<file path="src/rtl/tsc_pkg.sv">
package tsc_pkg;
   // Sequence position inside one conversion readout
   typedef enum logic [1:0] {
      PH_START = 2'd0,   // next transfer captures and sends upper bits
      PH_LOW   = 2'd1,   // next transfer sends lower bits
      PH_DONE  = 2'd2    // result exhausted, zeros until a command
   } seq_phase_t;

   // Lowest bit of the channel field inside a command byte
   localparam int unsigned CHAN_LSB = 4;
endpackage

</file>
<file path="src/rtl/tsc_cmd_latch.sv">
module tsc_cmd_latch #(
   parameter int unsigned BYTE_W = 8
) (
   input  logic              clk,
   input  logic              rst_n,
   input  logic              xfer_valid,
   input  logic [BYTE_W-1:0] rx_byte,
   input  logic              cs_ctl_wr,
   input  logic              cs_hold_in,
   output logic [BYTE_W-1:0] ctrl_q,
   output logic              cmd_hit
);
   localparam int unsigned CMD_BIT = BYTE_W - 1;

   logic hold_q;

   assign cmd_hit = xfer_valid & rx_byte[CMD_BIT];

   always_ff @(posedge clk or negedge rst_n) begin
      if (!rst_n) begin
         ctrl_q <= '0;
         hold_q <= 1'b0;
      end else begin
         if (cs_ctl_wr) begin
            if (!hold_q) ctrl_q <= '0;
            hold_q <= cs_hold_in;
         end
         // a command in the same cycle outranks a clear
         if (cmd_hit) ctrl_q <= rx_byte;
      end
   end
endmodule

</file>
<file path="src/rtl/tsc_chan_mux.sv">
module tsc_chan_mux #(
   parameter int unsigned SAMPLE_W = 12,
   parameter int unsigned SEL_W    = 3
) (
   input  logic [(2**SEL_W)*SAMPLE_W-1:0] chan_samples,
   input  logic [SEL_W-1:0]               sel,
   output logic [SAMPLE_W-1:0]            sample_out
);
   localparam int unsigned N_CHAN = 2 ** SEL_W;

   logic [SAMPLE_W-1:0] lanes [N_CHAN];

   for (genvar g = 0; g < N_CHAN; g++) begin : g_lane
      assign lanes[g] = chan_samples[g*SAMPLE_W +: SAMPLE_W];
   end

   assign sample_out = lanes[sel];
endmodule

</file>
<file path="src/rtl/tsc_seq.sv">
module tsc_seq
   import tsc_pkg::*;
#(
   parameter int unsigned SAMPLE_W = 12,
   parameter int unsigned BYTE_W   = 8
) (
   input  logic                clk,
   input  logic                rst_n,
   input  logic                xfer_valid,
   input  logic                cmd_hit,
   input  logic                ctrl_active,
   input  logic [SAMPLE_W-1:0] sample_in,
   output logic [BYTE_W-1:0]   tx_byte,
   output seq_phase_t          phase
);
   localparam int unsigned HI_W  = BYTE_W - 1;
   localparam int unsigned LO_W  = SAMPLE_W - HI_W;
   localparam int unsigned PAD_W = BYTE_W - LO_W;

   if (LO_W < 1 || LO_W > BYTE_W) begin : g_bad_split
      $error("tsc_seq: SAMPLE_W must lie in BYTE_W..2*BYTE_W-1");
   end

   logic [LO_W-1:0]   lo_q;
   logic [BYTE_W-1:0] hi_byte, lo_byte, resp_d;
   seq_phase_t        phase_d;
   logic              cap_en;

   assign hi_byte = {1'b0, sample_in[SAMPLE_W-1 -: HI_W]};

   if (PAD_W > 0) begin : g_lo_pad
      assign lo_byte = {lo_q, {PAD_W{1'b0}}};
   end else begin : g_lo_full
      assign lo_byte = lo_q;
   end

   always_comb begin
      resp_d  = '0;
      phase_d = phase;
      cap_en  = 1'b0;
      unique case (phase)
         PH_START: if (ctrl_active) begin
            resp_d  = hi_byte;
            phase_d = PH_LOW;
            cap_en  = 1'b1;
         end
         PH_LOW: begin
            resp_d  = lo_byte;
            phase_d = PH_DONE;
         end
         default: phase_d = PH_DONE;
      endcase
      if (cmd_hit) phase_d = PH_START;
   end

   always_ff @(posedge clk or negedge rst_n) begin
      if (!rst_n) begin
         tx_byte <= '0;
         phase   <= PH_START;
         lo_q    <= '0;
      end else if (xfer_valid) begin
         tx_byte <= resp_d;
         phase   <= phase_d;
         if (cap_en) lo_q <= sample_in[LO_W-1:0];
      end
   end
endmodule

</file>
<file path="src/rtl/tsc_responder.sv">
module tsc_responder
   import tsc_pkg::*;
#(
   parameter int unsigned SAMPLE_W   = 12,
   parameter int unsigned BYTE_W     = 8,
   parameter int unsigned CHAN_SEL_W = 3
) (
   input  logic                                   clk,
   input  logic                                   rst_n,
   input  logic                                   xfer_valid,
   input  logic [BYTE_W-1:0]                      rx_byte,
   input  logic                                   cs_ctl_wr,
   input  logic                                   cs_hold_in,
   input  logic [(2**CHAN_SEL_W)*SAMPLE_W-1:0]    chan_samples,
   output logic [BYTE_W-1:0]                      tx_byte
);
   localparam int unsigned CMD_BIT = BYTE_W - 1;

   if (CHAN_LSB + CHAN_SEL_W > CMD_BIT) begin : g_bad_field
      $error("tsc_responder: channel field overlaps the command bit");
   end

   logic [BYTE_W-1:0]     ctrl_q;
   logic                  cmd_hit;
   logic [SAMPLE_W-1:0]   sample_sel;
   seq_phase_t            phase;

   tsc_cmd_latch #(.BYTE_W(BYTE_W)) u_cmd (
      .clk        (clk),
      .rst_n      (rst_n),
      .xfer_valid (xfer_valid),
      .rx_byte    (rx_byte),
      .cs_ctl_wr  (cs_ctl_wr),
      .cs_hold_in (cs_hold_in),
      .ctrl_q     (ctrl_q),
      .cmd_hit    (cmd_hit)
   );

   tsc_chan_mux #(.SAMPLE_W(SAMPLE_W), .SEL_W(CHAN_SEL_W)) u_mux (
      .chan_samples (chan_samples),
      .sel          (ctrl_q[CHAN_LSB +: CHAN_SEL_W]),
      .sample_out   (sample_sel)
   );

   tsc_seq #(.SAMPLE_W(SAMPLE_W), .BYTE_W(BYTE_W)) u_seq (
      .clk         (clk),
      .rst_n       (rst_n),
      .xfer_valid  (xfer_valid),
      .cmd_hit     (cmd_hit),
      .ctrl_active (|ctrl_q),
      .sample_in   (sample_sel),
      .tx_byte     (tx_byte),
      .phase       (phase)
   );
endmodule

</file>
<file path="config.mk">
export PLATFORM = sky130hd
export DESIGN_NAME = tsc_responder
export DESIGN_NICKNAME = d
export VERILOG_FILES = /design/src/rtl/tsc_pkg.sv /design/src/rtl/tsc_cmd_latch.sv /design/src/rtl/tsc_chan_mux.sv /design/src/rtl/tsc_seq.sv /design/src/rtl/tsc_responder.sv
export SDC_FILE = /design/constraint.sdc
export NUM_CORES = 1
export LEC_CHECK = 0
export BUFFER_PORTS_ARGS = -buffer_cell sky130_fd_sc_hd__buf_2
export CORE_UTILIZATION = 30
export CTS_BUF_LIST = sky130_fd_sc_hd__clkbuf_16
export DETAILED_ROUTE_END_ITERATION = 10
export HOLD_SLACK_MARGIN = 0.02
export PLACE_DENSITY = 0.73
export SYNTH_ARGS = -nofsm -noshare
export SYNTH_HDL_FRONTEND = slang
export SYNTH_SLANG_ARGS = --single-unit
</file>
<file path="constraint.sdc">
create_clock -name clk -period 2.5 [get_ports clk]
set_clock_uncertainty 0.2 [all_clocks]
set_input_delay 0.125 -clock clk [delete_from_list [all_inputs] [get_ports clk]]
set_output_delay 0.125 -clock clk [all_outputs]
set_load 0.005 [all_outputs]
</file>
== Yosys cells after proc, flatten, opt, wreduce, memory -nomap -nowiden ==
Cells that the tools add are included.

* Order comparisons: 1
* Equal/unequal tests: 3
* Mux-type cells: 13
* Bitwise gates (word level): 2
* Reductions and logical operators: 6

{| class="wikitable"
|+ Operator list
! kind !! number
|-
| 12-bit binary-select mux with 3-bit select || 1
|-
| 12-bit 2-to-1 mux || 2
|-
| 8-bit 2-to-1 mux || 3
|-
| 8-bit one-hot mux with 2 select lines || 1
|-
| 8-bit OR reduction || 1
|-
| 7-bit 2-to-1 mux || 1
|-
| 2-bit 2-to-1 mux || 3
|-
| 2-bit AND reduction || 3
|-
| 4-bit >= comparator (second input constant) || 1
|-
| 3-bit inverter with 4-bit output || 1
|-
| 3-bit by 2-bit inequality test with 1-bit output (second input constant) || 1
|-
| 2-bit by 1-bit == test with 1-bit output (second input constant) || 1
|-
| 2-bit zero test || 1
|-
| 1-bit 2-to-1 mux || 2
|-
| 2-bit inequality test (second input constant) || 1
|-
| 2-bit nonzero test || 1
|-
| 1-bit AND || 1
|}

* Register bits: 24
* Output and inout bits: 8

== Depth between registers and ports, before layout ==
Gate-level depths: netlist of the first run.

* Depth after elaboration: 6
* Mapped depth: 7

== Hierarchy ==
A second synthesis of the first run with hierarchy kept.

* Cell total of the unflattened synthesis: 125
* Area, all modules: 1884.3 um^2

{| class="wikitable"
|+ Modules (own cells, without submodules)
! module !! times used !! cells each !! area an instance (um^2) !! sequential area each (um^2)
|-
| tsc_chan_mux || 1 || 43 || 805.8 || 0.0
|-
| tsc_seq || 1 || 40 || 609.3 || 375.4
|-
| tsc_cmd_latch || 1 || 39 || 452.9 || 225.2
|-
| tsc_responder || 1 || 3 || 16.3 || 0.0
|}

== Worst setup path after synthesis of the first run ==
Ideal clock, no wire load.

* Kind: flip-flop to flip-flop
* From: reg u_cmd.ctrl_q[4]
* To: reg u_seq.lo_q[3]
* Library setup time: 122 ps
* Arrival time: 1415 ps
* Required time: 2178 ps
* Path slack: 763 ps
* Cell stages (with the launch flop): 6
* Cell sequence: dfrtp_1 -> buf_4 -> buf_4 -> mux4_2 -> mux2i_1 -> a21oi_2

* Word-level cells in the longest chain between the ends: 4

{| class="wikitable"
|+ Ends and longest elaborated chain
! item !! RTL line !! text
|-
| from (decl) || tsc_cmd_latch.sv:10 || <nowiki>output logic [BYTE_W-1:0] ctrl_q,</nowiki>
|-
| from (signal assigned) || tsc_cmd_latch.sv:29 || <nowiki>if (cmd_hit) ctrl_q <= rx_byte;</nowiki>
|-
| 3-bit inverter with 4-bit output (not written as such) or 8-bit OR reduction (tied branches) || tsc_chan_mux.sv:17, tsc_responder.sv:50 ||
|-
| 12-bit binary-select mux with 3-bit select or 1-bit 2-to-1 mux (tied branches) || tsc_chan_mux.sv:17, tsc_seq.sv:42 ||
|-
| 12-bit 2-to-1 mux (not written as such) or 1-bit 2-to-1 mux (tied branches) || tsc_chan_mux.sv:17, tsc_seq.sv:41 ||
|-
| 12-bit 2-to-1 mux (not written as such) or 2-bit AND reduction (tied branches) || - ||
|-
| to (signal assigned) || tsc_seq.sv:64 || <nowiki>if (cap_en) lo_q <= sample_in[LO_W-1:0];</nowiki>
|-
| to (decl) || tsc_seq.sv:24 || <nowiki>logic [LO_W-1:0] lo_q;</nowiki>
|}

Several ways; a longest one is shown, not always the timed one. The select of a mux whose other input is x is not followed.
A chain may end at the register's enable or synchronous reset.

==> impl_metrics.env, run 1 <==
export IMPL_worst_endpoint_arrival_ps=2010
export IMPL_std_cell_rows=26
export IMPL_grt_antenna_before_repair=0
export IMPL_floorplan_core_area_um2=5270
export IMPL_synthesis_instances=145
export IMPL_post_synth_main_area_contributors="sky130_fd_sc_hd__dfrtp_1 (36%), sky130_fd_sc_hd__mux4_2 (21%), sky130_fd_sc_hd__mux2i_1 (13%)"
export IMPL_cts_sinks=24
export IMPL_top_level_ports=117
export IMPL_slew_headroom_pct=60.0
export IMPL_num_vias=1703
export IMPL_synth_edf_count=0
export IMPL_nets=385
export IMPL_initial_core_util_pct=32.0
export IMPL_clock_tree_root_cell="sky130_fd_sc_hd__clkbuf_16"
export IMPL_die_area_um2=5920
export IMPL_worst_endpoint_required_ps=2440
export IMPL_run_status="complete, no violations"
export IMPL_design_area_um2=2580
export IMPL_yosys_warnings=0
export IMPL_n_antenna_cell=0
export IMPL_power_density_nw_per_um2=571
export IMPL_drt_vias_per_instance=4.94
export IMPL_met1_track_demand_over_resource_pct=17.6
export IMPL_grt_setup_unrepaired="no"
export IMPL_gr_usage_met3_pct=2.02
export IMPL_place_detailed_instances=325
export IMPL_htreeDepth=1
export IMPL_postSynthNetCount=254
export IMPL_mappedNetlistArea_um2=1690
export IMPL_clock_fmax_mhz=482
export IMPL_die_x_um=77.0
export IMPL_setup_violations_final=0
export IMPL_setup_worst_path_class="input port to register"
export IMPL_grt_pass1_wl_mm=7.52
export IMPL_global_route_peak_usage_layer="met2"
export IMPL_post_synth_cell_area_avg_um2=11.6
export IMPL_leading_cell_type_in_the_layout_fill_and_taps_excluded="sky130_fd_sc_hd__buf_2"
export IMPL_critical_path_max_fanout=1
export IMPL_commonest_cells_after_routing_fill_and_taps_aside="sky130_fd_sc_hd__buf_2 (116), sky130_fd_sc_hd__dfrtp_1 (23), sky130_fd_sc_hd__mux2i_1 (22)"
export IMPL_tightest_slew_ps=600
export IMPL_cts_inserted_buffers=3
export IMPL_clock_insertion_delay_worst_skew_ps=260
export IMPL_timing_hold_violations_final=0
export IMPL_overflow=0
export IMPL_synthToLayoutAreaGrowth_pct=53.2
export IMPL_final_weighted_congestion_of_routability_driven_global_placement=0.705
export IMPL_synth_seq_cells=24
export IMPL_maxCapViolations=0
export IMPL_tritoncts_clock_tree="built"
export IMPL_drt_total_wl_mm=4.66
export IMPL_route_detailed_drc=0
export IMPL_min_path_type="input port to register"
export IMPL_largest_area_contributor_in_the_netlist="sky130_fd_sc_hd__dfrtp_1"
export IMPL_wl_per_cell_um=13.5
export IMPL_remaining_antenna_violation_count_after_routing=0
export IMPL_cts_max_path_buffers=2
export IMPL_final_min_clock_period_ps=2070
export IMPL_total_track_usage_pct=15.8
export IMPL_hpwlAfterDp_mm=3.73
export IMPL_power_ir_vdd_worst_mv=0.259
export IMPL_crit_path_end_kind="register"
export IMPL_finalSetupTns_ps=0
export IMPL_asyncSetResetFlopFracSynth_pct=100
export IMPL_port_buffers=116
export IMPL_worst_setup_path_start_kind="input port"
export IMPL_main_synth_ff_type="sky130_fd_sc_hd__dfrtp_1"
export IMPL_cts_resized_gates=0
export IMPL_synth_largest_type_area_fraction_pct=35.6
export IMPL_finish_cell_count_without_fillers=345
export IMPL_timing_max_transition_violations_final=0
export IMPL_number_of_unique_standard_cell_types_used_by_synthesis=25
export IMPL_clkTransAtPathRegs_ps=60
export IMPL_detail_route_first_pass_iterations=4
export IMPL_leakagePower_nw=1.22
export IMPL_fin_crit_sh_pct=82.9
export IMPL_drive_gt1_share_pct=52.7
export IMPL_place_area_um2=2320
export IMPL_fillCellCount=507
export IMPL_floorplan_die_height_um=77.0
export IMPL_maximum_number_of_pins_on_one_net_before_global_route_repair=25
export IMPL_synth_yosys_seq_area_share_pct=35.6
export IMPL_vias_in_the_first_global_route=1724
export IMPL_globalRouteMet2Util_pct=31.0
export IMPL_drt_iter0_markers=35
-- through the flow --
stage	hold slack (ps)	setup WS [ps]	power, mW	utilization (%)
after floorplan	-371	763	0.830	-
after global placement	-73.9	590	1.00	44.0
after detailed placement	-64.7	469	1.01	44.0
after CTS	38.9	89.4	1.49	48.9
after global routing	71.8	344	1.56	49.0
final	46.9	427	1.48	49.0
-- worst paths after layout --
path,depth (start not counted),to,start,slack (ps)
max,6,u_cmd.hold_q$_DFFE_PN0P_,cs_hold_in,430
min,3,u_seq.tx_byte[6]$_DFFE_PN0P_,xfer_valid,50
max reg2reg,5,u_seq.phase[0]$_DFFE_PN0P_,u_cmd.ctrl_q[1]$_DFFE_PN0P_,430
min reg2reg,1,u_seq.tx_byte[2]$_DFFE_PN0P_,u_seq.tx_byte[2]$_DFFE_PN0P_,290
max in group asynchronous,2,u_cmd.ctrl_q[4]$_DFFE_PN0P_,rst_n,1530
min in group asynchronous,2,u_cmd.hold_q$_DFFE_PN0P_,rst_n,190
-- Yosys cell counts, drive strengths merged (2+ instances only) --
master,count
nor4,2
nand2,2
and2,2
a22oi,8
o21ai,8
mux2i,22
buf,7
a22o,7
clkbuf,3
nor2b,2
a21oi,11
dfrtp,24
inv,6
nand3,5
mux4,16
o2bb2ai,3
nor2,14
-- cell families after synthesis --
logic type	count (synthesis)	synth area share (%)
mux	38	34.4
flops	24	35.6
compound gates	40	17.1
simple gates	27	7.65
buf+inv	16	5.20
-- layout make-up --
type                    instances  area [µm²]  area share (%)
clock buffers                   3        75.1            2.91
flip-flops and latches         24         602            23.3
clock inverters                 1        30.0            1.16
multi-input cells             105         997            38.6
repair buffers                136         768            29.7
inverters                       6        22.5           0.872
well taps                      70        87.6            3.39
-- where the power goes --
part	leakage (nW)	internal (mW)	switching, mW
Sequential	0.292	0.478	0.0587
Clock	0.0511	0.318	0.133
Combinational	0.872	0.270	0.217
-- sequential cells by signal (all words and copies together), names as in the netlist --
signal,cells
u_seq.lo_q,5
u_cmd.hold_q,1
u_cmd.ctrl_q,8
u_seq.tx_byte,8
u_seq.phase,2
-- metal layers --
| layer | share of wire, % | routed length (µm) |
|---|---|---|
| met5 | 0 | 0 |
| met4 | 1.3 | 60 |
| met3 | 4.1 | 189 |
| met2 | 55 | 2560 |
| met1 | 40 | 1850 |
-- timing repair --
action / in CTS / in global routing
setup endpoints to repair: 0 / 1
hold endpoints to repair: 35 / 0
setup buffers: 0 / 1
hold buffers: 15 / 0
-- worst max-delay path: stages --
cell and delay (ps):
sky130_fd_sc_hd__dlygate4sd3_1 540, sky130_fd_sc_hd__buf_2 120, sky130_fd_sc_hd__nand2_1 50, sky130_fd_sc_hd__dlygate4sd3_1 540, sky130_fd_sc_hd__o21ai_0 80, sky130_fd_sc_hd__dlygate4sd3_1 560
Power figures use the tool's default switching activity.
==> run 2, diff against run 1 <==
- ABC_AREA: unset -> 1
- clock period: 2.5 -> 1.7 ns (I/O delays scaled with it)
==> run 2 against run 1 <==
Critical path depth increased by 2. Design area increased by 14%. Non-clock buffer count increased by 10. Via count increased by 47%. Setup slack got worse by 330 ps. Final cell count increased by 57%. Clock-buffer cell count unchanged. Critical path type is now register to register.
==> impl_metrics.env, run 2 <==
export IMPL_setup_worst_path_class="register to register"
export IMPL_leakagePower_nw=1.65
export IMPL_total_track_usage_pct=17.6
export IMPL_synthToLayoutAreaGrowth_pct=47.6
export IMPL_clock_fmax_mhz=624
export IMPL_overflow=0
export IMPL_critical_path_max_fanout=48
export IMPL_power_share_clock_pct=22.6
export IMPL_drt_total_wl_mm=6.20
export IMPL_route_detailed_drc=0
export IMPL_synth_seq_cells=24
export IMPL_fillCellCount=682
export IMPL_switching_power_mw=0.779
export IMPL_finish_cell_count_without_fillers=543
export IMPL_worst_setup_path_start_kind="register"
export IMPL_largest_area_contributor_in_the_netlist="sky130_fd_sc_hd__dfrtp_1"
export IMPL_switching_share_pct=35.3
export IMPL_r2r_worst_path_cells=8
export IMPL_grt_pass1_wl_mm=10.2
export IMPL_num_vias=2507
export IMPL_multi_input_combinational_cell_area_um2=1160
export IMPL_largestRegisters="u_cmd.ctrl_q: 8 flops, u_seq.tx_byte: 8 flops, u_seq.lo_q: 5 flops"
export IMPL_vias_in_the_first_global_route=2336
export IMPL_min_path_type="input port to register"
export IMPL_run_status="complete, no violations"
export IMPL_design_area_um2=2940
export IMPL_die_area_um2=6970
export IMPL_slew_headroom_pct=64.0
export IMPL_wl_per_cell_um=11.4
export IMPL_crit_path_end_kind="register"
export IMPL_drive_gt1_share_pct=29.6
export IMPL_asyncSetResetFlopFracSynth_pct=100
export IMPL_cts_inserted_buffers=3
export IMPL_commonest_cells_after_routing_fill_and_taps_aside="sky130_fd_sc_hd__buf_2 (116), sky130_fd_sc_hd__nand2_1 (115), sky130_fd_sc_hd__nor2_1 (45)"
export IMPL_top_level_ports=117
export IMPL_tightest_slew_ps=541
export IMPL_fin_crit_sh_pct=94.3
export IMPL_floorplan_core_area_um2=6390
export IMPL_finalPower_mw=2.20
export IMPL_setup_violations_final=0
export IMPL_leading_cell_type_in_the_layout_fill_and_taps_excluded="sky130_fd_sc_hd__buf_2"
export IMPL_synth_largest_type_area_fraction_pct=30.2
export IMPL_maximum_number_of_pins_on_one_net_before_global_route_repair=49
export IMPL_power_ir_vdd_worst_mv=0.574
export IMPL_post_synth_cell_area_avg_um2=5.95
export IMPL_final_weighted_congestion_of_routability_driven_global_placement=0.832
export IMPL_place_area_um2=2640
export IMPL_synth_cells_most_frequent="sky130_fd_sc_hd__nand2_1 (115), sky130_fd_sc_hd__nor2_1 (45), sky130_fd_sc_hd__nand3_1 (39), sky130_fd_sc_hd__o21ai_1 (32), sky130_fd_sc_hd__inv_1 (28)"
export IMPL_floorplan_die_height_um=83.5
export IMPL_htreeDepth=1
export IMPL_n_antenna_cell=0
export IMPL_synth_yosys_seq_area_share_pct=30.2
export IMPL_timing_hold_violations_final=0
export IMPL_drt_vias_per_instance=4.62
export IMPL_postSynthNetCount=444
export IMPL_clock_tree_root_cell="sky130_fd_sc_hd__clkbuf_16"
export IMPL_die_x_um=83.5
export IMPL_synth_edf_count=0
export IMPL_main_synth_ff_type="sky130_fd_sc_hd__dfrtp_1"
export IMPL_cts_max_path_buffers=2
export IMPL_tritoncts_clock_tree="built"
export IMPL_port_buffers=116
export IMPL_yosys_cell_count_top_type="sky130_fd_sc_hd__nand2_1"
export IMPL_initial_core_util_pct=31.2
export IMPL_maxCapViolations=0
export IMPL_std_cell_rows=29
export IMPL_hpwlAfterDp_mm=4.86
export IMPL_place_detailed_instances=518
export IMPL_worstHoldPathCells=3
export IMPL_clock_insertion_delay_worst_skew_ps=250
export IMPL_final_core_utilization_pct=46.0
export IMPL_number_of_unique_standard_cell_types_used_by_synthesis=22
export IMPL_combPwrFrac_pct=41.3
export IMPL_synthesis_instances=335
export IMPL_intPower_mw=1.43
export IMPL_rrSetupSlack_ps=100
export IMPL_grt_antenna_before_repair=0
export IMPL_power_density_nw_per_um2=750
export IMPL_drt_iter0_markers=71
export IMPL_cts_sinks=24
export IMPL_post_synth_main_area_contributors="sky130_fd_sc_hd__dfrtp_1 (30%), sky130_fd_sc_hd__nand2_1 (22%), sky130_fd_sc_hd__nand3_1 (9.8%)"
export IMPL_finalSetupTns_ps=0
export IMPL_yosys_warnings=0
export IMPL_final_min_clock_period_ps=1600
export IMPL_remaining_antenna_violation_count_after_routing=0
export IMPL_grt_setup_unrepaired="no"
export IMPL_seqPwrFrac_pct=36.1
export IMPL_clkTransAtPathRegs_ps=60
export IMPL_timing_max_transition_violations_final=0
export IMPL_detail_route_first_pass_iterations=4
export IMPL_nets=577
export IMPL_worst_endpoint_arrival_ps=1550
export IMPL_mappedNetlistArea_um2=1990
export IMPL_worst_endpoint_required_ps=1640
export IMPL_regArea_um2=603
==> run 2: changes by cell type in the layout (fill, tap and decap cells not counted), sizes merged, moves of 6 or more <==
| cell | delta |
|---|---|
| nand3 | +34 |
| o21ai | +40 |
| mux4 | -16 |
| inv | +25 |
| a22oi | -8 |
| mux2i | -22 |
| a21oi | -11 |
| a22o | -7 |
| dlygate4sd3 | +6 |
| nand2 | +114 |
| nor2 | +35 |
==> run 2: logic make-up after synthesis <==
family	share of synthesized area, %
AND/OR/NAND/NOR	43.6
AO/OA/AOI/OAI	14.6
buffers and inverters	11.6
flip-flops	30.2
==> run 2: area by class of cell <==
| type | count | area share [%] |
|---|---|---|
| repair buffers | 146 | 30.0 |
| well taps | 77 | 3.28 |
| multi-input cells | 261 | 39.4 |
| clock buffers | 3 | 2.55 |
| inverters | 32 | 4.17 |
| flip-flops and latches | 24 | 20.5 |
==> run 2: worst max-delay path, cell delays in order (launching register included) <==
cell and delay, ps:
sky130_fd_sc_hd__dfrtp_1 440, sky130_fd_sc_hd__buf_12 200, sky130_fd_sc_hd__or2_1 240, sky130_fd_sc_hd__o211ai_1 80
sky130_fd_sc_hd__o21ai_1 110, sky130_fd_sc_hd__inv_1 60, sky130_fd_sc_hd__nand2_1 40, sky130_fd_sc_hd__nand2_1 50
sky130_fd_sc_hd__nand2_1 40
==> run 2: power by group through the flow <==
stage | clock, mW | sequential, mW | combinational [mW]
2_1_floorplan | 0 | 0.776 | 0.564
5_1_grt | 0.532 | 0.815 | 1.03
6_report | 0.498 | 0.796 | 0.911
3_3_place_gp | 0 | 0.801 | 0.861
4_1_cts | 0.510 | 0.796 | 0.911
3_5_place_dp | 0 | 0.805 | 0.872
==> run 2: final timing paths <==
| path | from | endpoint |
|---|---|---|
| min reg2reg | u_seq.tx_byte[2]$_DFFE_PN0P_ | u_seq.tx_byte[2]$_DFFE_PN0P_ |
| max in group asynchronous | rst_n | u_cmd.ctrl_q[6]$_DFFE_PN0P_ |
| min | xfer_valid | u_seq.tx_byte[6]$_DFFE_PN0P_ |
| max reg2reg | u_cmd.ctrl_q[4]$_DFFE_PN0P_ | u_seq.lo_q[1]$_DFFE_PN0P_ |
| max | u_cmd.ctrl_q[4]$_DFFE_PN0P_ | u_seq.lo_q[1]$_DFFE_PN0P_ |
| min in group asynchronous | rst_n | u_seq.tx_byte[4]$_DFFE_PN0P_ |
==> run 2: repair_timing <==
action | in CTS | in global routing
endpoints found under the setup margin | 0 | 13
resized for setup | 0 | 3
hold buffers | 21 | 0
setup buffers | 0 | 1
hold endpoints to repair | 34 | 0
==> run 2: through the flow <==
stage                     hold slack (ps)  setup WS [ps]
after CTS                            29.9           56.4
after detailed placement            -92.7           63.4
after global routing                 69.4           6.93
after floorplan                      -411            239
after global placement               -101            100
final                                29.6           96.6
==> run 2: routing by layer <==
metal  wire, µm  GRT usage (%)
met2       2990           31.3
met4          4          0.924
met1       2790           23.0
met5          0              0
met3        404           3.56
